==> config.mk <==
export PLATFORM = sky130hd
export DESIGN_NAME = regpkt_ctrl
export DESIGN_NICKNAME = d
export VERILOG_FILES = /design/src/rtl/regpkt_pkg.sv /design/src/rtl/regpkt_bank.sv /design/src/rtl/regpkt_fsm.sv /design/src/rtl/regpkt_rsp.sv /design/src/rtl/regpkt_ctrl.sv
export SDC_FILE = /design/constraint.sdc
export NUM_CORES = 1
export LEC_CHECK = 0
export ABC_AREA = 1
export BUFFER_PORTS_ARGS = -buffer_cell sky130_fd_sc_hd__buf_2
export CAP_MARGIN = 20
export CORE_MARGIN = 2
export CORE_UTILIZATION = 60
export CTS_CLUSTER_SIZE = 24
export DETAILED_ROUTE_END_ITERATION = 12
export HOLD_SLACK_MARGIN = 0.12
export MAX_ROUTING_LAYER = met4
export PLACE_DENSITY = 0.79
export SLEW_MARGIN = 20
export SYNTH_ARGS = -nofsm -noshare
export SYNTH_HDL_FRONTEND = slang
export SYNTH_SLANG_ARGS = --single-unit
==> constraint.sdc <==
create_clock -name clk -period 2.5 [get_ports clk]
set_clock_uncertainty 0.2 [all_clocks]
set_input_delay 0.5 -clock clk [delete_from_list [all_inputs] [get_ports clk]]
set_output_delay 0.5 -clock clk [all_outputs]
set_load 0.02 [all_outputs]
==> src/rtl/regpkt_pkg.sv <==
package regpkt_pkg;
  localparam int BYTE_W = 8;
  localparam int OP_W   = 4;
  localparam int ADDR_W = BYTE_W - OP_W;

  localparam logic [OP_W-1:0] OP_RD = 4'h0;
  localparam logic [OP_W-1:0] OP_WR = 4'h1;

  typedef enum logic [2:0] {
    ST_IDLE,
    ST_GET_HDR,
    ST_GET_DAT,
    ST_SET_DAT,
    ST_SEND_HDR,
    ST_SEND_DAT,
    ST_SEND_FTR
  } ctl_state_e;

  function automatic logic [OP_W-1:0] hdr_op(input logic [BYTE_W-1:0] h);
    return h[OP_W-1:0];
  endfunction

  function automatic logic [ADDR_W-1:0] hdr_addr(input logic [BYTE_W-1:0] h);
    return h[BYTE_W-1:OP_W];
  endfunction

  function automatic logic addr_ok(input logic [ADDR_W-1:0] a, input int nreg);
    return int'(a) < nreg;
  endfunction

  // framing rule: a read is a single beat, a write header is never the last beat
  function automatic logic hdr_legal(input logic [BYTE_W-1:0] h, input logic last);
    if (hdr_op(h) == OP_RD) return last;
    if (hdr_op(h) == OP_WR) return !last;
    return 1'b0;
  endfunction

  function automatic logic [BYTE_W-1:0] footer_code(input logic [BYTE_W-1:0] h, input int nreg);
    return (hdr_op(h) == OP_WR && !addr_ok(hdr_addr(h), nreg)) ? 8'h01 : 8'h00;
  endfunction
endpackage

==> src/rtl/regpkt_bank.sv <==
module regpkt_bank
  import regpkt_pkg::*;
#(
  parameter int NREG = 8
) (
  input  logic              clk,
  input  logic              rst_n,
  input  logic              we,
  input  logic [ADDR_W-1:0] waddr,
  input  logic [BYTE_W-1:0] wdata,
  input  logic [ADDR_W-1:0] raddr,
  output logic [BYTE_W-1:0] rdata
);
  logic [NREG-1:0][BYTE_W-1:0] mem;
  logic                        wr_hit;

  assign wr_hit = we && addr_ok(waddr, NREG);

  for (genvar g = 0; g < NREG; g++) begin : g_reg
    always_ff @(posedge clk) begin
      if (!rst_n)                                 mem[g] <= '0;
      else if (wr_hit && waddr == ADDR_W'(g))     mem[g] <= wdata;
    end

    p_write_commit_r8: assert property (@(posedge clk) disable iff (!rst_n)
      (we && waddr == ADDR_W'(g)) |=> mem[g] == $past(wdata));
  end

  always_comb begin
    rdata = '0;
    for (int i = 0; i < NREG; i++)
      if (raddr == ADDR_W'(i)) rdata = mem[i];
  end

  p_oor_write_inert_r9: assert property (@(posedge clk) disable iff (!rst_n)
    (we && !addr_ok(waddr, NREG)) |=> $stable(mem));
endmodule

==> src/rtl/regpkt_fsm.sv <==
module regpkt_fsm
  import regpkt_pkg::*;
(
  input  logic              clk,
  input  logic              rst_n,
  input  logic              req_valid,
  input  logic              req_first,
  input  logic              req_last,
  input  logic [BYTE_W-1:0] req_byte,
  output logic              req_accept,
  input  logic              rsp_accept,
  output ctl_state_e        state,
  output logic [BYTE_W-1:0] hdr_q,
  output logic [BYTE_W-1:0] dat_q,
  output logic              wr_stb
);
  logic hdr_take, hdr_good, dat_take, dat_good;

  assign req_accept = (state == ST_GET_HDR) || (state == ST_GET_DAT);
  assign hdr_take   = (state == ST_GET_HDR) && req_valid && req_first;
  assign hdr_good   = hdr_legal(req_byte, req_last);
  assign dat_take   = (state == ST_GET_DAT) && req_valid;
  assign dat_good   = !req_first && req_last;
  assign wr_stb     = (state == ST_SET_DAT);

  always_ff @(posedge clk) begin
    if (!rst_n) begin
      state <= ST_IDLE;
      hdr_q <= '0;
      dat_q <= '0;
    end else begin
      unique case (state)
        ST_IDLE: state <= ST_GET_HDR;
        ST_GET_HDR:
          if (hdr_take) begin
            hdr_q <= req_byte;
            if (!hdr_good)                       state <= ST_IDLE;
            else if (hdr_op(req_byte) == OP_RD)  state <= ST_SEND_HDR;
            else                                 state <= ST_GET_DAT;
          end
        ST_GET_DAT:
          if (dat_take) begin
            if (dat_good) begin
              dat_q <= req_byte;
              state <= ST_SET_DAT;
            end else begin
              state <= ST_IDLE;
            end
          end
        ST_SET_DAT: state <= ST_SEND_HDR;
        ST_SEND_HDR:
          if (rsp_accept) state <= (hdr_op(hdr_q) == OP_RD) ? ST_SEND_DAT : ST_SEND_FTR;
        ST_SEND_DAT:
          if (rsp_accept) state <= ST_SEND_FTR;
        ST_SEND_FTR:
          if (rsp_accept) state <= ST_IDLE;
        default: state <= ST_IDLE;
      endcase
    end
  end

  p_bad_op_drop_r2: assert property (@(posedge clk) disable iff (!rst_n)
    (hdr_take && hdr_op(req_byte) != OP_RD && hdr_op(req_byte) != OP_WR) |=> state == ST_IDLE);

  p_read_stop_drop_r3: assert property (@(posedge clk) disable iff (!rst_n)
    (hdr_take && hdr_op(req_byte) == OP_RD && !req_last) |=> state == ST_IDLE);

  p_write_stop_drop_r4: assert property (@(posedge clk) disable iff (!rst_n)
    (hdr_take && hdr_op(req_byte) == OP_WR && req_last) |=> state == ST_IDLE);

  p_bad_data_drop_r4: assert property (@(posedge clk) disable iff (!rst_n)
    (dat_take && !dat_good) |=> (state == ST_IDLE && !wr_stb));
endmodule

==> src/rtl/regpkt_rsp.sv <==
module regpkt_rsp
  import regpkt_pkg::*;
#(
  parameter int NREG = 8
) (
  input  logic              clk,
  input  logic              rst_n,
  input  ctl_state_e        state,
  input  logic [BYTE_W-1:0] hdr_q,
  input  logic [BYTE_W-1:0] rd_byte,
  output logic              rsp_valid,
  output logic              rsp_first,
  output logic              rsp_last,
  output logic [BYTE_W-1:0] rsp_byte
);
  always_comb begin
    rsp_valid = 1'b0;
    rsp_first = 1'b0;
    rsp_last  = 1'b0;
    rsp_byte  = '0;
    unique case (state)
      ST_SEND_HDR: begin rsp_valid = 1'b1; rsp_first = 1'b1; rsp_byte = hdr_q; end
      ST_SEND_DAT: begin rsp_valid = 1'b1; rsp_byte = rd_byte; end
      ST_SEND_FTR: begin rsp_valid = 1'b1; rsp_last = 1'b1; rsp_byte = footer_code(hdr_q, NREG); end
      default: ;
    endcase
  end

  p_flags_excl_r10: assert property (@(posedge clk) disable iff (!rst_n)
    !(rsp_first && rsp_last));

  p_flags_need_valid_r10: assert property (@(posedge clk) disable iff (!rst_n)
    (rsp_first || rsp_last) |-> rsp_valid);
endmodule

==> src/rtl/regpkt_ctrl.sv <==
module regpkt_ctrl
  import regpkt_pkg::*;
#(
  parameter int NREG = 8
) (
  input  logic              clk,
  input  logic              rst_n,
  input  logic              req_valid,
  output logic              req_accept,
  input  logic              req_first,
  input  logic              req_last,
  input  logic [BYTE_W-1:0] req_byte,
  output logic              rsp_valid,
  input  logic              rsp_accept,
  output logic              rsp_first,
  output logic              rsp_last,
  output logic [BYTE_W-1:0] rsp_byte
);
  ctl_state_e        state;
  logic [BYTE_W-1:0] hdr_q, dat_q, rd_byte;
  logic              wr_stb;

  regpkt_fsm u_fsm (
    .clk, .rst_n, .req_valid, .req_first, .req_last, .req_byte, .req_accept,
    .rsp_accept, .state, .hdr_q, .dat_q, .wr_stb
  );

  regpkt_bank #(.NREG(NREG)) u_bank (
    .clk, .rst_n, .we(wr_stb), .waddr(hdr_addr(hdr_q)), .wdata(dat_q),
    .raddr(hdr_addr(hdr_q)), .rdata(rd_byte)
  );

  regpkt_rsp #(.NREG(NREG)) u_rsp (
    .clk, .rst_n, .state, .hdr_q, .rd_byte,
    .rsp_valid, .rsp_first, .rsp_last, .rsp_byte
  );

  p_rsp_hold_r11: assert property (@(posedge clk) disable iff (!rst_n)
    (rsp_valid && !rsp_accept) |=> (rsp_valid && $stable(rsp_first) && $stable(rsp_last)
                                    && $stable(rsp_byte)));

  p_single_req_r12: assert property (@(posedge clk) disable iff (!rst_n)
    rsp_valid |-> !req_accept);

  p_oor_read_zero_r7: assert property (@(posedge clk) disable iff (!rst_n)
    (rsp_valid && !rsp_first && !rsp_last && !addr_ok(hdr_addr(hdr_q), NREG)) |-> rsp_byte == '0);
endmodule

==> results of run 1 <==
kinds of logic after synthesis:
logic type | count (synthesis)
DFF | 83
AOI/OAI and AO/OA | 187
buffers and inverters | 73
and+or+nand+nor | 149
metrics by stage:
step	setup WS, ps	utilization (%)	TNS (ps)	area, sq um	cells
after floorplan	453	-	0	3800	492
after global placement	226	65.3	0	3940	577
after detailed placement	196	65.3	0	3940	577
after CTS	-11.7	70.2	-34.0	4230	597
after global routing	-114	72.7	-735	4380	601
final	-29.8	72.7	-34.6	4380	601
layout make-up:
| class | instances | area [sq um] |
|---|---|---|
| clock buffer | 13 | 169 |
| clock inverter | 3 | 45.0 |
| fill | 467 | 1640 |
| inverter | 51 | 206 |
| multi-input combinational | 337 | 1870 |
| sequential | 83 | 1680 |
| tap | 75 | 93.8 |
| timing repair buffer | 39 | 323 |
Yosys cell counts, drive strengths merged:
cell type / count / share of area (%)
o21ai: 92 / 12
a21oi: 91 / 12
dfxtp: 83 / 44
nand2: 60 / 6.8
inv: 41 / 4.1
nor2: 39 / 7.3
nand3: 36 / 4.9
buf: 13 / 3.0
clkinv: 10 / 1.0
clkbuf: 9 / 0.92
nand4: 9 / 1.5
nor3: 3 / 0.79
o211ai: 3 / 0.59
a21boi: 1 / 0.20
nand3b: 1 / 0.20
or2: 1 / 0.16
sequential cells by signal (all words and copies together), names as in the netlist:
| name | flops |
|---|---|
| u_bank.mem | 64 |
| u_fsm.state | 3 |
| u_fsm.hdr_q | 8 |
| u_fsm.dat_q | 8 |
power by group through the flow:
| stage | Clock [mW] | Combinational [mW] | Sequential, mW |
|---|---|---|---|
| detailed placement | 0 | 0.163 | 1.38 |
| finish | 1.02 | 0.201 | 1.35 |
| global route | 1.09 | 0.220 | 1.35 |
| global placement | 0 | 0.159 | 1.38 |
| CTS | 1.03 | 0.170 | 1.35 |
| floorplan | 0 | 0.118 | 1.38 |
placed cells by master, fill, tap and decap left out, types with 2 or more instances in the layout:
cell type / n
a21oi_1: 81
a21oi_2: 10
buf_12: 2
buf_2: 21
buf_4: 8
buf_6: 6
clkbuf_16: 2
clkbuf_8: 12
clkinv_1: 9
clkinvlp_4: 3
dfxtp_1: 79
dfxtp_4: 4
inv_1: 28
inv_2: 8
inv_4: 4
nand2_1: 49
nand2_2: 7
nand2_4: 4
nand3_1: 35
nand4_1: 9
nor2_1: 25
nor2_2: 2
nor2_4: 7
nor2_8: 6
nor3_2: 2
o211ai_1: 3
o21ai_0: 80
o21ai_1: 8
o21ai_2: 4
how the worst min path moves through the flow:
stage / slack, ps / depth (start not counted) / to / startpoint
floorplan: 290 / 2 / u_bank.mem[61]$_SDFFE_PN0P_ / u_bank.mem[61]$_SDFFE_PN0P_
global placement: 310 / 2 / u_bank.mem[62]$_SDFFE_PN0P_ / u_bank.mem[62]$_SDFFE_PN0P_
detailed placement: 320 / 2 / u_bank.mem[62]$_SDFFE_PN0P_ / u_bank.mem[62]$_SDFFE_PN0P_
CTS: 180 / 3 / u_fsm.hdr_q[2]$_SDFFE_PN0P_ / req_byte[2]
global route: 210 / 3 / u_fsm.hdr_q[2]$_SDFFE_PN0P_ / req_byte[2]
finish: 200 / 3 / u_fsm.hdr_q[2]$_SDFFE_PN0P_ / req_byte[2]
metal layers:
metal,up-vias,wire length (um)
li1,1739,-
met1,1589,4450
met2,126,4350
met3,17,603
met4,0,228
met5,-,0
critical path, cell delays in order (launching register included):
cell and delay (ps):
dfxtp_4 410, nor2_4 80, clkbuf_16 170, nand3_1 90
nand3_1 90, nor2_1 200, nand4_1 130, nand2_1 90
nand2_1 50, buf_2 150
what timing repair did:
action / in CTS / in global routing
hold endpoints to repair: 0 / 0
setup endpoints to repair: 8 / 8
hold buffers: 0 / 0
gates resized for setup: 16 / 29
buffers inserted: 4 / 1
pin swaps: 3 / 10
gates cloned: 0 / 3
==> results.txt, run 1 <==
* Adder-cell area share of the yosys netlist: 0%
* IO buf count: 25
* Routability Congestion: 0.895
- The die covers 6990 sq um.
- In this run the most used layer during global routing was met2.
- Xor and xnor area share after synthesis: 0%
- For this block, the routed nets add up to 9.64 mm of wire.
* Wire length of the first global-routing pass: 15.3 mm
* Drc violations: 0
* Type of the worst setup path: reg2out
- After synthesis the netlist holds a flip-flop and latch count of 83.
- After synthesis, the share of cell area in mux cells is 0%.
- Maximum number of pins on one net before global-route repair: 43
- In this run the deepest clock path goes through 2 buffers.
- For this run, the top clock speed supported by timing is 395 MHz.
- Synth Instances: 492
- Fraction of power consumed by sequential logic: 52.5%
- Hold timing on the final database bottoms out at a slack of 202 ps.
* Switching part of the total power: 24.2%
* Overall routing resource usage: 28.6%
* Origin of the worst setup path: u_fsm.hdr_q[7]$_SDFFE_PN0P_
- Per report_power, the combinational group accounts for 7.8% of the total.
* Result of the run: finished with violations
* Max Fanout on Critical Path: 13
* Count of antenna diodes in the layout: 0
- Dividing the final minimum period by the clock period gives 101%.
- Dividing the detail-routed wire length by the instance count gives 16.0 um.
* Share of synthesized area occupied by flip-flops and latches: 43.7%
- Total global routing overflow: 0
- Measured against its own limit, the worst slew margin works out to 70.1%.
* Power density normalized to cell area: 588 nW/um^2
- After the first detailed-routing iteration, the DRC count stood at 325.
- Crit Reg-Reg Startpoint: u_fsm.state[1]$_SDFFE_PN0P_
- The area growth from synthesis to layout is 15.3%.
* Cell-internal power: 1.95 mW
- Worst path arrival time: 1830 ps
* Largest vdd supply drop: 0.000554 V
- In the routed layout, each cell is associated on average with a via count of 5.78.
- Met1 capacity usage during global routing: 40.2%
- Hold crit path type: in2reg
* Die Y-Extent: 83.6 um
- Power comes to 2.58 mW.
* Register-to-register path setup slack: 660 ps
- Once routing completed, OpenROAD measured the worst setup slack at -29.8 ps.
* Summed instance area of the synthesized netlist: 3800 sq um
* Failing checks: negative setup slack
- Clock-pin slew of the registers on the worst-case setup and hold paths: 80 ps
* CTS Buf Count: 9
- Root Buffer Master: clkbuf_8
- Sink Count: 83
- For met2 alone, demand over resource in global routing was 40.9%.
- DIE WIDTH: 83.6 um
* RSZ-0062 raised after global routing: true
- The final layout contains 535 nets.
- The tool flagged a number of max-cap violations equal to 0.
* Max-slew violation count: 0
- Of the total synthesized cell area, the portion taken by AND, OR, NAND and NOR gates is 21.6%.
- Effective utilization at floorplan: 63.1%
* Leakage power summed over all cells: 1.94 nW
- Via count of the first global-routing pass: 3010
* Required time at the worst-slack endpoint: 1800 ps
- In this run the mean area of a mapped cell was 7.73 sq um.
- Total half-perimeter wirelength after legalization and detailed placement: 6.37 mm
- At the pin with the least slew margin, the transition time is 445 ps.
- STA classifies the critical path endpoint as an output port.
* Portion of total power attributed to the clock network: 39.7%
- End point of the critical path: rsp_byte[7]
- The netlist uses 32 different library cells.
- After floorplanning, the core was sized to cover 6030 sq um.
* Shortest clock period the worst path allows after layout: 2530 ps
* CTS tree: yes
- Placement Rows: 28
- At the later pin of the worst-skew pair, clock insertion delay measures 360 ps.
- Setup violations remaining at the end of the flow were counted as 3.
- Number of top-level pins: 26
- Pre-Repair DR Iteration Count: 5
- Met3 track demand over resource in global routing: 5.93%
- Initial antenna violation count: 0
- The final count of hold timing violations was 0.
* Antenna-violating nets left: 0
* Number of synthesis warnings: 0
- By area, the combinational part of the netlist is dominated by compound AO/OA/AOI/OAI gates.
* H-tree depth reported by CTS: 3
* Net count after synthesis: 506
* Share of layout cells above drive strength 1: 22.2%
* Share of the synthesized area in compound gates (AO/OA/AOI/OAI): 25.6%
- Startpoint class of the critical path: register
- The worst register-to-register path ends at u_bank.mem[33]$_SDFFE_PN0P_.
- Length in cells of the worst reg-to-reg path: 6
- Net load switching power: 623 uW
* Routed via count: 3471
No activity file was read; power rests on OpenSTA's default activity.
==> run 2, diff against run 1 <==
Settings changed: CORE_UTILIZATION 60 to 54, PLACE_DENSITY 0.79 to 0.75, RECOVER_POWER from default to 25.
Clock period 2.5 ns to 2.1 ns, I/O delays scaled along.
==> run 2 against run 1 <==
Compared with the run above:
- the flow still finishes with violations (negative setup slack)
- total power rose by 18%
- via count rose by 3.4%
- flip-flop and latch count unchanged
- die area increased by 11%
- register-to-register slack lost 820 ps
- clock power is 16% higher
- worst setup slack worse by 290 ps
- global-route usage shrank 0.83 points
- cell count up 5.3%
- critical endpoint is now rsp_byte[6]
- largest cell class unchanged
- largest power group unchanged
- highest routed layer unchanged
==> results.txt, run 2 (same netlist as run 1, synthesis figures left out) <==
- The measured slew at the worst slew-check pin came to 520 ps (+74.7 ps).
- Area growth from synthesis to layout: 18.1%
* Share of layout cells above drive strength 1: 24.4% (+2.2 points)
* Max Fanout on Critical Path: 13 (unchanged)
- The horizontal extent of the die is 87.9 um (+5.1%).
- The detailed-route DRC error count is 0 (unchanged).
- Element type at the critical path end: output port
- H-tree depth reported by CTS: 3 (unchanged)
* List of cells traversed by the critical path: nor2_4 > buf_4 > clkbuf_16 > nand3_1 > nand3_1 > nor2_2 > nand4_1 > nand2_1 > nand2_1 > buf_2
* Insertion delay of the later-clocked pin in the worst-skew pair: 370 ps (about the same)
* Result of the run: finished with violations
- Starting DRC count in detailed routing: 312 (-4.0%)
* Startpoint class of the critical path: register
* Root Buffer Master: clkbuf_8
- The vias per cell is 5.67 (-1.9%).
- The reported leakage power is 1.97 nW (+1.8%).
- Number of top-level pins: 26 (unchanged)
- By startpoint and endpoint, the worst setup path is classified as reg2out.
* Power density normalized to cell area: 679 nW/um^2 (+15%)
- The register clock-pin slew on the reported worst setup and hold paths came to 80 ps (about the same).
- The overall power came to 3.05 mW (+18%).
* Routed via count: 3588 (+3.4%)
- The required time of the critical path came to 1480 ps (-320 ps).
* Crit Reg-Reg Startpoint: u_fsm.state[1]$_SDFFE_PN0P_
* Hold crit path type: in2reg
- The path with the worst hold slack has its endpoint at u_fsm.hdr_q[2]$_SDFFE_PN0P_.
- The final reports fail on negative setup slack.
- The total global-route track usage came to 27.8% (-0.83 points).
- The data arrival time at the worst-slack endpoint is 1800 ps (-30 ps).
- Total wire length after detailed routing: 10.1 mm (+4.9%)
- The final count of hold timing violations was 0 (unchanged).
- CTS tree: yes
* Maximum number of pins on one net before global-route repair: 83 (+93%)
* Reg-to-reg endpoint: u_bank.mem[23]$_SDFFE_PN0P_
- The placeable core area was 6790 sq um (+13%).
- The library cell used most frequently in the layout, excluding fill and tap cells, is o21ai_0.
- Number of buffers on the longest clock path: 2 (unchanged)
- Sum of buffers and inverters on the critical path: 3 (+1)
* Effective utilization at floorplan: 55.9% (-7.1 points)
- Count of antenna diodes in the layout: 0 (unchanged)
* Endpoints failing setup: 37 (+34)
* Antenna-violating nets left: 0 (unchanged)
- Fin worst setup slack: -319 ps (-289 ps)
- The total CTS buffers is 9 (unchanged).
* Largest vdd supply drop: 0.000394 V (-29%)
- Worst min-delay path startpoint: req_byte[2]
* Via count of the first global-routing pass: 3203 (+6.4%)
- For this design, the slowest cell found on the critical path is dfxtp_4.
- The count of max-cap constraint violations is 0 (unchanged).
- Pre-Repair DR Iteration Count: 6 (+1)
- The placer's final routability congestion estimate was 0.899 (+0.44%).
* Pre-CTS setup slack: -4.25 ps (-200 ps)
- Shortest clock period the worst path allows after layout: 2420 ps
- Register-to-register path setup slack: -160 ps (-820 ps)
* IO buf count: 25 (unchanged)
* Flip-flop count of the largest register after layout: 64 (unchanged)
- The full die area is 7730 sq um (+11%).
- The site row count was 30 (+7.1%).
* Delay of the slowest critical-path stage: 390 ps (-20 ps)
* Initial antenna violation count: 0 (unchanged)
- Most frequent cells in the layout: o21ai_0, a21oi_1, dfxtp_1, nand2_1, nand3_1
* Depth of the worst hold-timing path: 3 (unchanged)
- The total congestion overflow after global routing is 0 (unchanged).
- The final critical path takes up 115% of the cycle.
* Wire length of the first global-routing pass: 15.7 mm (+2.5%)
* Category of cells accounting for the largest share of critical-path delay: simple AND/OR/NAND/NOR gates
- Number of nets at the end of the flow: 546 (+2.1%)
* RSZ-0062 raised after global routing: true
* Top Registers: u_bank.mem x64, u_fsm.dat_q x8, u_fsm.hdr_q x8
- More flip-flops sit in one register than any other, and that register is u_bank.mem.
* Total half-perimeter wirelength after legalization and detailed placement: 6.47 mm (+1.5%)
- The path depth of the worst reg2reg path was 6 (unchanged).
- The final routed wire length divided by cell count is 16.0 um (-0.40%).
* Max frequency: 413 MHz
- The sink count of the clock tree was 83 (unchanged).
- Max-Slew Margin vs Limit: 65.2% (-4.9 points)
- Max-slew violation count: 0 (unchanged)
- The die boundary height is 87.9 um (+5.1%).
## run 2: final cells by class
cell class,instances,area [sq um]
Fill cell,561,2300
Multi-Input combinational cell,338,1890
Sequential cell,83,1680
Timing Repair Buffer,49,384
Inverter,51,215
Clock buffer,10,138
Tap cell,96,120
Clock inverter,6,65.1
## run 2: timing repair
item,in CTS,in global routing
pin swaps,9,17
setup endpoints to repair,9,9
setup buffers,2,5
resized for setup,35,19
hold endpoints to repair,1,0
hold buffers,1,0
gates cloned,1,2
## run 2: routing by layer
metal,vias up,part of all wire [%],global-route usage [%]
li1,1757,-,-
met1,1653,44,34.7
met2,144,47,42.9
met3,34,6.1,6.69
met4,0,3.5,12.0
met5,-,0,-
## run 2: through the flow
| stage | instances | hold slack (ps) | TNS (ps) | util [%] | area (sq um) |
|---|---|---|---|---|---|
| finish | 633 | 125 | -4230 | 66.1 | 4490 |
| global route | 633 | 127 | -12590 | 66.1 | 4490 |
| CTS | 626 | 121 | -2210 | 64.5 | 4380 |
| detailed placement | 607 | 304 | -4.25 | 59.9 | 4070 |
| global placement | 607 | 303 | 0 | 59.9 | 4070 |
| floorplan | 492 | 285 | 0 | - | 3800 |
## run 2: where the power goes
part	leakage, nW	internal, mW	switching, mW
sequential	0.672	1.59	0.0252
clock	0.102	0.582	0.597
combinational	1.20	0.103	0.155
total	1.97	2.27	0.777
## run 2: worst max path at each step
stage / start / to / slack (ps) / depth (start not counted)
after floorplan: u_fsm.hdr_q[5]$_SDFFE_PN0P_ / rsp_byte[0] / 130 / 8
after CTS: u_fsm.hdr_q[6]$_SDFFE_PN0P_ / rsp_byte[3] / -290 / 10
after global routing: u_fsm.hdr_q[7]$_SDFFE_PN0P_ / rsp_byte[7] / -410 / 9
final: u_fsm.hdr_q[7]$_SDFFE_PN0P_ / rsp_byte[6] / -320 / 10
after detailed placement: u_fsm.state[0]$_SDFFE_PN0P_ / rsp_byte[4] / -4 / 7
after global placement: u_fsm.state[0]$_SDFFE_PN0P_ / rsp_byte[5] / 6 / 7
## run 2: worst reg2reg max path, delay by kind of cell (launching register included)
family / cells / cell delay, ps
DFF: 1 / 550
buffers and inverters: 1 / 200
AOI/OAI and AO/OA: 2 / 300
and+or+nand+nor: 3 / 920
==> run 3, diff against run 2 <==
Settings changed: CORE_UTILIZATION 54 to 49, PLACE_DENSITY 0.75 to 0.69.
==> run 3 against run 2 <==
Compared with the run above:
- the flow still finishes with violations (negative setup slack)
- combinational power decreased by 5%
- critical path depth unchanged
- global-route usage decreased by 1.5 points
- register-to-register slack improved by 130 ps
- sequential power about the same
- via count increased by 0.53%
- cell area increased by 2.5%
- non-clock buffer count increased by 10
- clock power about the same
==> results.txt, run 3 (same netlist as run 1, synthesis figures left out) <==
- Result of the run: finished with violations
- The checks that failed: negative setup slack.
- Post-DR vias/cell: 5.57 (-1.8%)
- The startpoint identified for the worst register-to-register timing path is u_fsm.state[1]$_SDFFE_PN0P_.
- The horizontal extent of the die came to 92.1 um (+4.7%).
- The sink count of the clock tree is 83 (unchanged).
* Die Y-Extent: 92.1 um (+4.7%)
- The H-tree depth came to 3 (unchanged).
* Share of layout cells above drive strength 1: 25.8% (+1.4 points)
- Max frequency: 414 MHz (+0.15%)
- The largest individual stage delay along the critical path comes from the cell dfxtp_4.
* Number of buffers on the longest clock path: 2 (unchanged)
- Effective utilization at floorplan: 50.0% (-6.0 points)
- The number of primary I/O pins is 26 (unchanged).
- The full die area came to 8480 sq um (+9.7%).
- Register with the most flip-flops: u_bank.mem
- Root Buffer Master: clkbuf_8
- Initial antenna violation count: 0 (unchanged)
- The number of fill cells was 668 (+19%).
- The final count of hold timing violations came to 0 (unchanged).
- The required time of the critical path came to 1480 ps (about the same).
- Routability Congestion: 0.898 (about the same)
- The detailed-route DRC error count was 0 (unchanged).
- The starting DRC count in detailed routing is 239 (-23%).
* Number of nets at the end of the flow: 555 (+1.6%)
- The overall power is 3.07 mW (+0.72%).
- The total vias in the final route is 3607 (+0.53%).
- The path depth of the worst reg2reg path is 6 (unchanged).
- The path class of the tightest hold or removal check is in2reg.
- Top Registers: u_bank.mem x64, u_fsm.dat_q x8, u_fsm.hdr_q x8
- CTS tree: yes
- Multi-input combinational cell area: 1870 sq um (-0.86%)
- The maximum vdd ir drop is 0.000417 V (+5.8%).
- Leakage power summed over all cells: 2.01 nW (+2.2%)
- In this run the worst setup path terminates at rsp_byte[0].
- Register-to-register path setup slack: -30 ps (+130 ps)
* Placement Rows: 32 (+6.7%)
* Most frequent cells in the layout: a21oi_1, dfxtp_1, o21ai_0, nand2_1, inv_1
* Depth of the worst hold-timing path: 3 (unchanged)
- Element type at the critical path end: output port
- The placeable core area was 7610 sq um (+12%).
- In this run the critical register-to-register path is captured at u_fsm.hdr_q[5]$_SDFFE_PN0P_.
- Type of the worst setup path: reg2out
- Flip-flop count of the largest register after layout: 64 (unchanged)
* Startpoint class of the critical path: register
- Via count of the first global-routing pass: 3345 (+4.4%)
* CTS Buf Count: 9 (unchanged)
- Post-Route Setup TNS: -2430 ps (+1800 ps)
- Power density normalized to cell area: 667 nW/um^2 (-1.7%)
- The register clock-pin slew on the reported worst setup and hold paths came to 80 ps (about the same).
- The library cell used most frequently in the layout, excluding fill and tap cells, is a21oi_1.
- The count of max-cap constraint violations came to 0 (unchanged).
- Compared with the post-synthesis result, the final layout area differs by 21.0%.
- Max-Slew Margin vs Limit: 58.2% (-7.1 points)
- Wire length of the first global-routing pass: 16.9 mm (+7.6%)
* WL per Instance: 16.0 um (+0.47%)
- Delay of the slowest critical-path stage: 380 ps (about the same)
* Max-slew violation count: 0 (unchanged)
- The final setup violation count was 11 (-70%).
* Overall routing resource usage: 26.3% (-1.5 points)
- The count of input and output buffers came to 25 (unchanged).
* Antenna-violating nets left: 0 (unchanged)
* RSZ-0062 raised after global routing: true
- The measured slew at the worst slew-check pin came to 623 ps (+103 ps).
* Total global routing overflow: 0 (unchanged)
- The total wire length was 10.4 mm (+2.8%).
* Origin of the worst setup path: u_fsm.hdr_q[4]$_SDFFE_PN0P_
* Count of antenna diodes in the layout: 0 (unchanged)
* Insertion delay of the later-clocked pin in the worst-skew pair: 360 ps (about the same)
- Max Fanout on Critical Path: 8 (-5)
* List of cells traversed by the critical path: buf_6 > nand2_4 > nor3_4 > inv_4 > nor2_1 > nor2_1 > nand4_1 > nand2_1 > nand2_1 > buf_6
- The worst-case setup margin in the final layout was -315 ps (+3.54 ps).
* FF+latch area: 1680 sq um (-0.15%)
- Final period util: 115% (-0.17 points)
* Worst path arrival time: 1800 ps (about the same)
- The post-DP HPWL came to 6.71 mm (+3.8%).
- The maximum number of pins on one net before global-route repair was 39 (-53%).
- Shortest clock period the worst path allows after layout: 2420 ps (-3.54 ps)
* Pre-Repair DR Iteration Count: 6 (unchanged)
## run 3: final cells by class
type                       instances  area share (%)
timing repair buffer              59            11.0
multi-input combinational        337            40.7
clock inverter                     5            1.31
inverter                          51            4.52
sequential                        83            36.4
clock buffer                      11            3.29
tap                              102            2.77
## run 3: stage by stage
step | std cells | utilization [%] | worst slack (ps) | hold slack [ps] | instance area [sq um]
detailed placement | 618 | 53.9 | -53.1 | 311 | 4100
floorplan | 492 | - | 133 | 285 | 3800
global placement | 618 | 53.9 | -30.1 | 304 | 4100
global route | 648 | 60.5 | -467 | 142 | 4600
finish | 648 | 60.5 | -315 | 143 | 4600
CTS | 645 | 60.2 | -284 | 136 | 4580
## run 3: critical path, delay by kind of cell, from the launching register on
kind / cells / cell delay [ps]
simple gates: 7 / 720
flops: 1 / 380
buf+inv: 3 / 340
## run 3: worst min-delay path by stage
stage / slack (ps) / to / from
final: 140 / u_fsm.hdr_q[0]$_SDFFE_PN0P_ / req_byte[0]
after detailed placement: 310 / u_bank.mem[62]$_SDFFE_PN0P_ / u_bank.mem[62]$_SDFFE_PN0P_
after global placement: 300 / u_fsm.hdr_q[6]$_SDFFE_PN0P_ / u_fsm.hdr_q[6]$_SDFFE_PN0P_
after global routing: 140 / u_fsm.hdr_q[0]$_SDFFE_PN0P_ / req_byte[0]
after floorplan: 290 / u_bank.mem[61]$_SDFFE_PN0P_ / u_bank.mem[61]$_SDFFE_PN0P_
after CTS: 140 / u_fsm.hdr_q[0]$_SDFFE_PN0P_ / req_byte[0]
## run 3: timing repair
item / 4_1_cts / 5_1_grt
buffers inserted: 9 / 5
cloned: 0 / 1
resized for setup: 69 / 11
hold buffers: 2 / 0
endpoints found under the setup margin: 9 / 17
hold endpoints to repair: 2 / 0
pin swaps: 20 / 8
## run 3: metal layers
metal  track usage (%)  wire length [um]
met3              5.51               690
met2              40.9              4910
met5                 -                 0
met1              33.1              4490
met4              11.7               310
## run 3: power breakdown
part	internal, mW	total, mW	switching (mW)
combinational	0.0958	0.245	0.149
sequential	1.59	1.61	0.0223
clock	0.619	1.21	0.596
total	2.30	3.07	0.768
